### config.mk
export PLATFORM = sky130hd
export DESIGN_NAME = ctl_irq_flags
export DESIGN_NICKNAME = d
export VERILOG_FILES = /design/src/rtl/ctl_irq_pkg.sv /design/src/rtl/ctl_edge_det.sv /design/src/rtl/ctl_flag_bank.sv /design/src/rtl/ctl_irq_flags.sv
export SDC_FILE = /design/constraint.sdc
export NUM_CORES = 1
export LEC_CHECK = 0
export BUFFER_PORTS_ARGS = -buffer_cell sky130_fd_sc_hd__buf_2
export CORE_MARGIN = 2
export CORE_UTILIZATION = 55
export DETAILED_ROUTE_END_ITERATION = 8
export PLACE_DENSITY = 0.75
export SLEW_MARGIN = 20
export SYNTH_ARGS = -nofsm -noshare
export SYNTH_HDL_FRONTEND = slang
export SYNTH_HIERARCHICAL = 1
export SYNTH_SLANG_ARGS = --single-unit
### constraint.sdc
create_clock -name clk -period 2.8 [get_ports clk]
set_input_delay 0.42 -clock clk [delete_from_list [all_inputs] [get_ports clk]]
set_output_delay 0.42 -clock clk [all_outputs]
set_load 0.01 [all_outputs]
### src/rtl/ctl_irq_pkg.sv
package ctl_irq_pkg;
  localparam int FLAG_W   = 7;
  localparam int F_A2     = 0;
  localparam int F_A1     = 1;
  localparam int F_SR     = 2;
  localparam int F_B2     = 3;
  localparam int F_B1     = 4;
  localparam logic [FLAG_W-1:0] LIVE_MASK = 7'b0011111;

  localparam int NLINES   = 4;
  // line index -> flag bit
  localparam int LINE_FLAG [NLINES] = '{F_A2, F_A1, F_B2, F_B1};

  // control register bit positions
  localparam int C_A1_RISE  = 0;
  localparam int C_A2_INDEP = 1;
  localparam int C_A2_RISE  = 2;
  localparam int C_B1_RISE  = 4;
  localparam int C_B2_INDEP = 5;
  localparam int C_B2_RISE  = 6;

  typedef enum logic [2:0] {
    REG_PB   = 3'd0,
    REG_PA   = 3'd1,
    REG_CTL  = 3'd2,
    REG_FLAG = 3'd3,
    REG_EN   = 3'd4
  } reg_sel_e;
endpackage

### src/rtl/ctl_edge_det.sv
module ctl_edge_det #(
  parameter int SYNC_STAGES = 2
) (
  input  logic clk,
  input  logic rst,
  input  logic line_i,
  input  logic rise_sel_i,
  output logic hit_o
);
  localparam int LAST = SYNC_STAGES - 1;

  logic [SYNC_STAGES-1:0] sync_q;
  logic                   prev_q;
  logic [SYNC_STAGES:0]   fill_q;

  generate
    if (SYNC_STAGES == 1) begin : g_one
      always_ff @(posedge clk) begin
        if (rst) sync_q <= '0;
        else     sync_q <= line_i;
      end
    end else begin : g_chain
      always_ff @(posedge clk) begin
        if (rst) sync_q <= '0;
        else     sync_q <= {sync_q[SYNC_STAGES-2:0], line_i};
      end
    end
  endgenerate

  always_ff @(posedge clk) begin
    if (rst) begin
      prev_q <= 1'b0;
      fill_q <= '0;
    end else begin
      prev_q <= sync_q[LAST];
      fill_q <= {fill_q[SYNC_STAGES-1:0], 1'b1};
    end
  end

  // armed only once the chain holds real samples, so a line idling high
  // after reset does not look like a rising edge
  assign hit_o = fill_q[SYNC_STAGES] && (sync_q[LAST] != prev_q) &&
                 (sync_q[LAST] == rise_sel_i);
endmodule

### src/rtl/ctl_flag_bank.sv
module ctl_flag_bank
  import ctl_irq_pkg::*;
(
  input  logic              clk,
  input  logic              rst,
  input  logic [FLAG_W-1:0] set_i,
  input  logic [FLAG_W-1:0] clr_i,
  input  logic              en_wr_i,
  input  logic [7:0]        en_wdata_i,
  output logic [FLAG_W-1:0] flags_o,
  output logic [FLAG_W-1:0] en_o,
  output logic              irq_o
);
  logic [FLAG_W-1:0] flags_q, flags_d;
  logic [FLAG_W-1:0] en_q, en_d;
  logic              irq_q;

  always_comb begin
    flags_d = ((flags_q & ~clr_i) | set_i) & LIVE_MASK;
    en_d    = en_q;
    if (en_wr_i) begin
      if (en_wdata_i[7]) en_d = en_q | en_wdata_i[FLAG_W-1:0];
      else               en_d = en_q & ~en_wdata_i[FLAG_W-1:0];
    end
  end

  always_ff @(posedge clk) begin
    if (rst) begin
      flags_q <= '0;
      en_q    <= '0;
      irq_q   <= 1'b0;
    end else begin
      flags_q <= flags_d;
      en_q    <= en_d;
      irq_q   <= |(flags_d & en_d);
    end
  end

  assign flags_o = flags_q;
  assign en_o    = en_q;
  assign irq_o   = irq_q;

  assert_irq_matches_R12: assert property (@(posedge clk) disable iff (rst)
    irq_q == |(flags_q & en_q)) else $error("irq out of step with flags");

  assert_timer_bits_zero_R3: assert property (@(posedge clk) disable iff (rst)
    (flags_q & ~LIVE_MASK) == '0) else $error("dead flag bit set");

  for (genvar i = 0; i < FLAG_W; i++) begin : g_chk
    assert_flag_rise_needs_set_R6: assert property (@(posedge clk) disable iff (rst)
      $rose(flags_q[i]) |-> $past(set_i[i])) else $error("flag rose without event");
    assert_flag_fall_needs_clr_R10: assert property (@(posedge clk) disable iff (rst)
      $fell(flags_q[i]) |-> ($past(clr_i[i]) && !$past(set_i[i])))
      else $error("flag fell without clear");
  end
endmodule

### src/rtl/ctl_irq_flags.sv
module ctl_irq_flags
  import ctl_irq_pkg::*;
#(
  parameter int ADDR_W      = 4,
  parameter int SYNC_STAGES = 2
) (
  input  logic              clk,
  input  logic              rst,
  input  logic              bus_sel,
  input  logic              bus_wr,
  input  logic [ADDR_W-1:0] bus_addr,
  input  logic [7:0]        bus_wdata,
  output logic [7:0]        bus_rdata,
  input  logic              pa_ctl1_i,
  input  logic              pa_ctl2_i,
  input  logic              pb_ctl1_i,
  input  logic              pb_ctl2_i,
  input  logic              sr_req_i,
  output logic              irq_o
);
  logic [7:0]        ctl_q, pa_q, pb_q, rdata_q;
  logic [NLINES-1:0] lines, rise_sel, hit;
  logic [FLAG_W-1:0] set_vec, clr_vec, flags, en;
  logic              acc_a, acc_b, wr_flag, wr_en, any_irq;

  function automatic logic hit_reg(input logic [ADDR_W-1:0] a, input reg_sel_e r);
    return a == ADDR_W'(r);
  endfunction

  assign lines    = {pb_ctl1_i, pb_ctl2_i, pa_ctl1_i, pa_ctl2_i};
  assign rise_sel = {ctl_q[C_B1_RISE], ctl_q[C_B2_RISE],
                     ctl_q[C_A1_RISE], ctl_q[C_A2_RISE]};

  generate
    for (genvar i = 0; i < NLINES; i++) begin : g_line
      ctl_edge_det #(.SYNC_STAGES(SYNC_STAGES)) u_det (
        .clk       (clk),
        .rst       (rst),
        .line_i    (lines[i]),
        .rise_sel_i(rise_sel[i]),
        .hit_o     (hit[i])
      );
    end
  endgenerate

  assign acc_a   = bus_sel && hit_reg(bus_addr, REG_PA);
  assign acc_b   = bus_sel && hit_reg(bus_addr, REG_PB);
  assign wr_flag = bus_sel && bus_wr && hit_reg(bus_addr, REG_FLAG);
  assign wr_en   = bus_sel && bus_wr && hit_reg(bus_addr, REG_EN);

  always_comb begin
    set_vec = '0;
    for (int i = 0; i < NLINES; i++) set_vec[LINE_FLAG[i]] = hit[i];
    set_vec[F_SR] = sr_req_i;

    clr_vec = wr_flag ? bus_wdata[FLAG_W-1:0] : '0;
    if (acc_a) begin
      clr_vec[F_A1] = 1'b1;
      if (!ctl_q[C_A2_INDEP]) clr_vec[F_A2] = 1'b1;
    end
    if (acc_b) begin
      clr_vec[F_B1] = 1'b1;
      if (!ctl_q[C_B2_INDEP]) clr_vec[F_B2] = 1'b1;
    end
  end

  ctl_flag_bank u_bank (
    .clk       (clk),
    .rst       (rst),
    .set_i     (set_vec),
    .clr_i     (clr_vec),
    .en_wr_i   (wr_en),
    .en_wdata_i(bus_wdata),
    .flags_o   (flags),
    .en_o      (en),
    .irq_o     (irq_o)
  );

  assign any_irq = |(flags & en);

  always_ff @(posedge clk) begin
    if (rst) begin
      ctl_q   <= '0;
      pa_q    <= '0;
      pb_q    <= '0;
      rdata_q <= '0;
    end else begin
      if (bus_sel && bus_wr) begin
        if (hit_reg(bus_addr, REG_CTL)) ctl_q <= bus_wdata;
        if (hit_reg(bus_addr, REG_PA))  pa_q  <= bus_wdata;
        if (hit_reg(bus_addr, REG_PB))  pb_q  <= bus_wdata;
      end
      if (bus_sel && !bus_wr) begin
        if      (hit_reg(bus_addr, REG_PB))   rdata_q <= pb_q;
        else if (hit_reg(bus_addr, REG_PA))   rdata_q <= pa_q;
        else if (hit_reg(bus_addr, REG_CTL))  rdata_q <= ctl_q;
        else if (hit_reg(bus_addr, REG_FLAG)) rdata_q <= {any_irq, flags};
        else if (hit_reg(bus_addr, REG_EN))   rdata_q <= {1'b0, en};
        else                                  rdata_q <= '0;
      end
    end
  end

  assign bus_rdata = rdata_q;

  assert_porta_clears_a1_R8: assert property (@(posedge clk) disable iff (rst)
    (acc_a && !set_vec[F_A1]) |=> !flags[F_A1]) else $error("A1 not cleared");
  assert_porta_keeps_indep_a2_R8: assert property (@(posedge clk) disable iff (rst)
    (acc_a && ctl_q[C_A2_INDEP] && flags[F_A2] && !wr_flag) |=> flags[F_A2])
    else $error("independent A2 flag lost");
  assert_portb_clears_b1_R9: assert property (@(posedge clk) disable iff (rst)
    (acc_b && !set_vec[F_B1]) |=> !flags[F_B1]) else $error("B1 not cleared");
  assert_portb_keeps_indep_b2_R9: assert property (@(posedge clk) disable iff (rst)
    (acc_b && ctl_q[C_B2_INDEP] && flags[F_B2] && !wr_flag) |=> flags[F_B2])
    else $error("independent B2 flag lost");
  assert_sr_sets_flag_R7: assert property (@(posedge clk) disable iff (rst)
    sr_req_i |=> flags[F_SR]) else $error("shift request lost");
endmodule

==> results.yml, run 1 <==
status:
  status: "complete, no violations"
finish:
  regArea_um2: 1381
  final_design_area_no_fill_um2: 3237
  final_cell_mix: "dfxtp_1, nor2_1, mux2i_1"
  fill_cells: 410
  nets: 333
  syn_to_final_growth_pct: 15.90
  drive_above_1_share: 0.1640
  final_common_cell: "dfxtp_1"
  antennaDiodeCount: 0
  multiInputGateArea_um2: 1286
sta:
  clock.fmax_mhz: 513.3
  slew_viol_final: 0
  fin_crit_sh: 0.6958
  setup_ws_ns: 0.8518
  finalHoldViolCount: 0
  period_minus_slack_ns: 1.948
  fin_tns_setup_ns: 0
  rsz0062_at_grt: "no"
  worst_pin_slew_ns: 0.7898
  setup_viol: 0
  fin_skew_ns: 0.008615
  maxSlewHeadroom: 0.4694
grt:
  grtUsageTotal: 0.2391
  grt_pass1_wl_um: 9742
  grt_pass1_vias: 2028
  grt_antenna_before_repair: 0
  grt_overflow: 0
  grt_max_degree: 52
route:
  vias: 2167
  drt.antenna.violating_nets: 0
  drt_pass1_iterations: 4
  drt-initial-drc-count: 182
  drt-total-wl_um: 6048
  drc: 0
  viasPerCell: 5.643
  wl_per_cell_um: 15.75
worst_setup_path:
  critPathLaunch: "bus_addr[0]"
  cp.arrival_ns: 2.19
  cp_max_fo: 15
  worstSetupEndpointType: "flip-flop"
  endpoint: "u_bank/irq_o"
  critical_path_class: "primary input to flip-flop"
  timing.rr.start: "ctl_q[1]"
  r2r_setup_slack_ns: 1.49
  startpoint_type: "primary input"
  timing.rr.end: "u_bank/irq_o"
  cp.required_ns: 3.04
  worstRegToRegCells: 6
clocking:
  post_cts_buffers: 0
  cts_buffers: 9
  numClockSinks: 69
  cts_root_buffer: "clkbuf_8"
  cts_resized: 0
  insertion_delay_ns: 0.35
  htree_levels: 3
  clk_pin_slew_ns: 0.07
  cts_buffer_depth: 2
  cts_tree: "yes"
  postCtsHoldBufs: 0
floorplanning:
  die_h_um: 75.26
  die_x_um: 75.26
  core_um2: 4817
  start_util: 0.5797
  num_rows: 25
  die-area_um2: 5663
  pin_count: 30
synth:
  ys_warn_count: 6
  synth_area_per_cell_um2: 9.903
  syn_inst: 282
  syn_area_um2: 2793
placement:
  dpl_cell_area_um2: 2957
  port_buffers: 29
  pre_cts_slack_ns: 0.4998
  gp_congestion: 0.9835
  dp_hpwl_um: 4087
hold_path:
  hold_class: "primary input to flip-flop"
pwr:
  ir_drop_mv: 0.4439
  p_leak_nw: 1.379
  power.total_mw: 2.238
  cellPowerDensity_nw_per_um2: 691.6
run:
  drv_cap: 0
## power by group
group / total (mW) / switching (mW) / internal (mW)
Sequential: 1.01 / 0.00953 / 1.00
Combinational: 0.120 / 0.0735 / 0.0460
Clock: 1.11 / 0.373 / 0.733
## critical path: stages
cell     delay (ns)
buf_2          0.27
or4b_4         0.62
nor3_1         0.18
a21o_1         0.10
inv_1          0.04
a21oi_1        0.17
o22ai_1        0.11
o31a_1         0.27
## flip-flops by register name (all words and copies together), names as in the netlist, named ones only
name / cells
bus_rdata: 8
ctl_q: 8
g_line.u_det/fill_q: 12
g_line.u_det/prev_q: 4
g_line.u_det/sync_q: 8
pa_q: 8
pb_q: 8
u_bank/en_o: 5
u_bank/flags_o: 5
u_bank/irq_o: 1
## final cells by class
class,count,area share
Sequential cell,69,0.4267
Multi-Input combinational cell,189,0.3974
Timing Repair Buffer,31,0.04948
Clock buffer,11,0.04677
Clock inverter,5,0.03981
Tap cell,67,0.02590
Inverter,12,0.01392
## worst min path at each step
stage / startpoint / endpoint / slack (ns) / cells after the start
CTS: pb_ctl1_i / g_line[3].u_det/sync_q[0] / 0.27 / 2
finish: pa_ctl1_i / g_line[1].u_det/sync_q[0] / 0.28 / 2
global placement: g_line[0].u_det/fill_q[0] / g_line[0].u_det/fill_q[1] / 0.42 / 1
detailed placement: g_line[3].u_det/sync_q[0] / g_line[3].u_det/sync_q[1] / 0.42 / 1
floorplan: g_line[0].u_det/fill_q[0] / g_line[0].u_det/fill_q[1] / 0.41 / 1
global route: pa_ctl2_i / g_line[0].u_det/sync_q[0] / 0.28 / 2
## layer usage
layer,vias to the layer above,part of all wire,GRT usage
met4,0,0.020,0.1287
met2,70,0.46,0.3665
met3,14,0.057,0.05087
met1,1021,0.47,0.3168
li1,1062,-,-
met5,-,0,0
## stage by stage
stage,cells,hold WS [ns],utilization
3_3_place_gp,368,0.4160,0.6138
4_1_cts,384,0.2662,0.6719
3_5_place_dp,368,0.4218,0.6138
6_report,384,0.2780,0.6719
5_1_grt,384,0.2835,0.6719
2_1_floorplan,283,0.4138,-
No activity file was read; power rests on OpenSTA's default activity.
==> run 2, diff against run 1 <==
- ABC_AREA: default -> 1
- clock period: 2.8 -> 2 ns (I/O delays scaled with it)
==> run 2 against run 1 <==
Net effect: sequential share of layout area decreased by 2.1 points; synthesized area increased by 8.7%; clock-buffer cell count is 2 higher; combinational power up 54%; critical path depth rose by 5; clock skew decreased by 0.0028 ns; register-to-register slack lost 0.65 ns; critical endpoint unchanged; final cell count rose by 40%; wire length is 16% higher; sequential power rose by 41%; via count is 26% higher; hold slack lost 0.12 ns.
==> results.yml, run 2 <==
sta:
  rsz0062_at_grt: "no"
  finalHoldViolCount: 0
  clock.fmax_mhz: 717.0
  setup_viol: 0
  period_minus_slack_ns: 1.395
  fin_crit_sh: 0.6973
  slew_viol_final: 0
  fin_tns_setup_ns: 0
  fin_skew_ns: 0.005804
clocking:
  cts_resized: 0
  clk_pin_slew_ns: 0.07
  postCtsHoldBufs: 0
  cts_buffers: 9
  htree_levels: 3
  cts_tree: "yes"
  cts_buffer_depth: 2
  numClockSinks: 69
  post_cts_buffers: 0
  insertion_delay_ns: 0.34
  cts_root_buffer: "clkbuf_8"
worst_setup_path:
  cp.required_ns: 2.23
  critical_path_class: "primary input to flip-flop"
  timing.rr.start: "ctl_q[4]"
  critPathLaunch: "bus_addr[2]"
  worstSetupEndpointType: "flip-flop"
  cp.arrival_ns: 1.63
  cp_max_fo: 9
  startpoint_type: "primary input"
synth:
  synth_area_per_cell_um2: 7.112
  syn_inst: 427
  syn_area_um2: 3037
  ys_warn_count: 6
floorplanning:
  die_x_um: 78.31
  num_rows: 27
  start_util: 0.5618
  die-area_um2: 6132
  die_h_um: 78.31
  pin_count: 30
  core_um2: 5405
finish:
  stdcell_count: 536
  final_cell_mix: "nand2_1, dfxtp_1, inv_1"
  drive_above_1_share: 0.1379
  final_common_cell: "nand2_1"
  largest_reg_flops: 12
  nets: 480
  antennaDiodeCount: 0
  largest-register: "g_line.u_det/fill_q"
  syn_to_final_growth_pct: 12.03
grt:
  grt_pass1_wl_um: 11390
  grt_overflow: 0
  grtUsageTotal: 0.2425
  grt_antenna_before_repair: 0
  grt_max_degree: 47
  grt_pass1_vias: 2450
route:
  drt.antenna.violating_nets: 0
  vias: 2737
  drc: 0
  drt_pass1_iterations: 5
  wl_per_cell_um: 13.11
  viasPerCell: 5.106
  drt-initial-drc-count: 279
  drt-total-wl_um: 7029
run:
  drv_cap: 0
placement:
  dp_hpwl_um: 5002
  gp_congestion: 0.9578
  dp_cells: 520
  port_buffers: 29
hold_path:
  hold_class: "primary input to flip-flop"
  hp-start: "pa_ctl1_i"
pwr:
  p_leak_nw: 1.540
  cellPowerDensity_nw_per_um2: 761.4
  ir_drop_mv: 0.6614
status:
  status: "complete, no violations"
[run 2: final cells by class]
class	instances	area (um2)
Clock buffer	13	148.9
Timing Repair Buffer	35	202.7
Tap cell	72	90.09
Sequential cell	69	1381
Clock inverter	3	21.27
Multi-Input combinational cell	277	1306
Inverter	67	251.5
Fill cell	517	2003
[run 2: per-layer routing]
| metal | wire (um) | up-vias | global-route usage |
|---|---|---|---|
| li1 | - | 1416 | - |
| met1 | 3246 | 1209 | 0.3163 |
| met2 | 3185 | 94 | 0.3862 |
| met3 | 437 | 18 | 0.04368 |
| met4 | 159 | 0 | 0.1228 |
| met5 | 0 | - | 0 |
[run 2: per-stage QoR]
step	worst slack, ns	hold WS [ns]	power (mW)	cell area (um2)	util
floorplan	0.4246	0.3565	1.558	3040	-
global placement	0.3438	0.3883	1.628	3232	0.5979
detailed placement	0.2646	0.3942	1.633	3232	0.5979
CTS	0.6228	0.1573	2.603	3402	0.6294
global route	0.4441	0.1644	2.676	3402	0.6294
finish	0.6054	0.1584	2.590	3402	0.6294
[run 2: worst paths after layout]
| kind | endpoint | slack (ns) | cells past startpoint |
|---|---|---|---|
| max | u_bank/irq_o | 0.61 | 13 |
| min reg2reg | g_line[1].u_det/fill_q[2] | 0.40 | 2 |
| max reg2reg | u_bank/irq_o | 0.84 | 10 |
| min | g_line[1].u_det/sync_q[0] | 0.16 | 3 |
[run 2: critical path: stages]
cell and delay, ns:
buf_2 0.17, nor2_8 0.16, nand2_2 0.09, nor2_2 0.23, nand3_1 0.10, o21ai_0 0.09
inv_1 0.06, nand2_1 0.08, nand2_1 0.06, nand3_1 0.07, nand3_1 0.08, nor2_1 0.09
nor2_1 0.04
[run 2: where the power goes]
part           internal, mW  switching [mW]  leakage (nW)
Clock                 0.485           0.500        0.0836
Sequential             1.41          0.0144         0.562
Combinational        0.0569           0.128         0.894
Total                  1.95           0.643          1.54
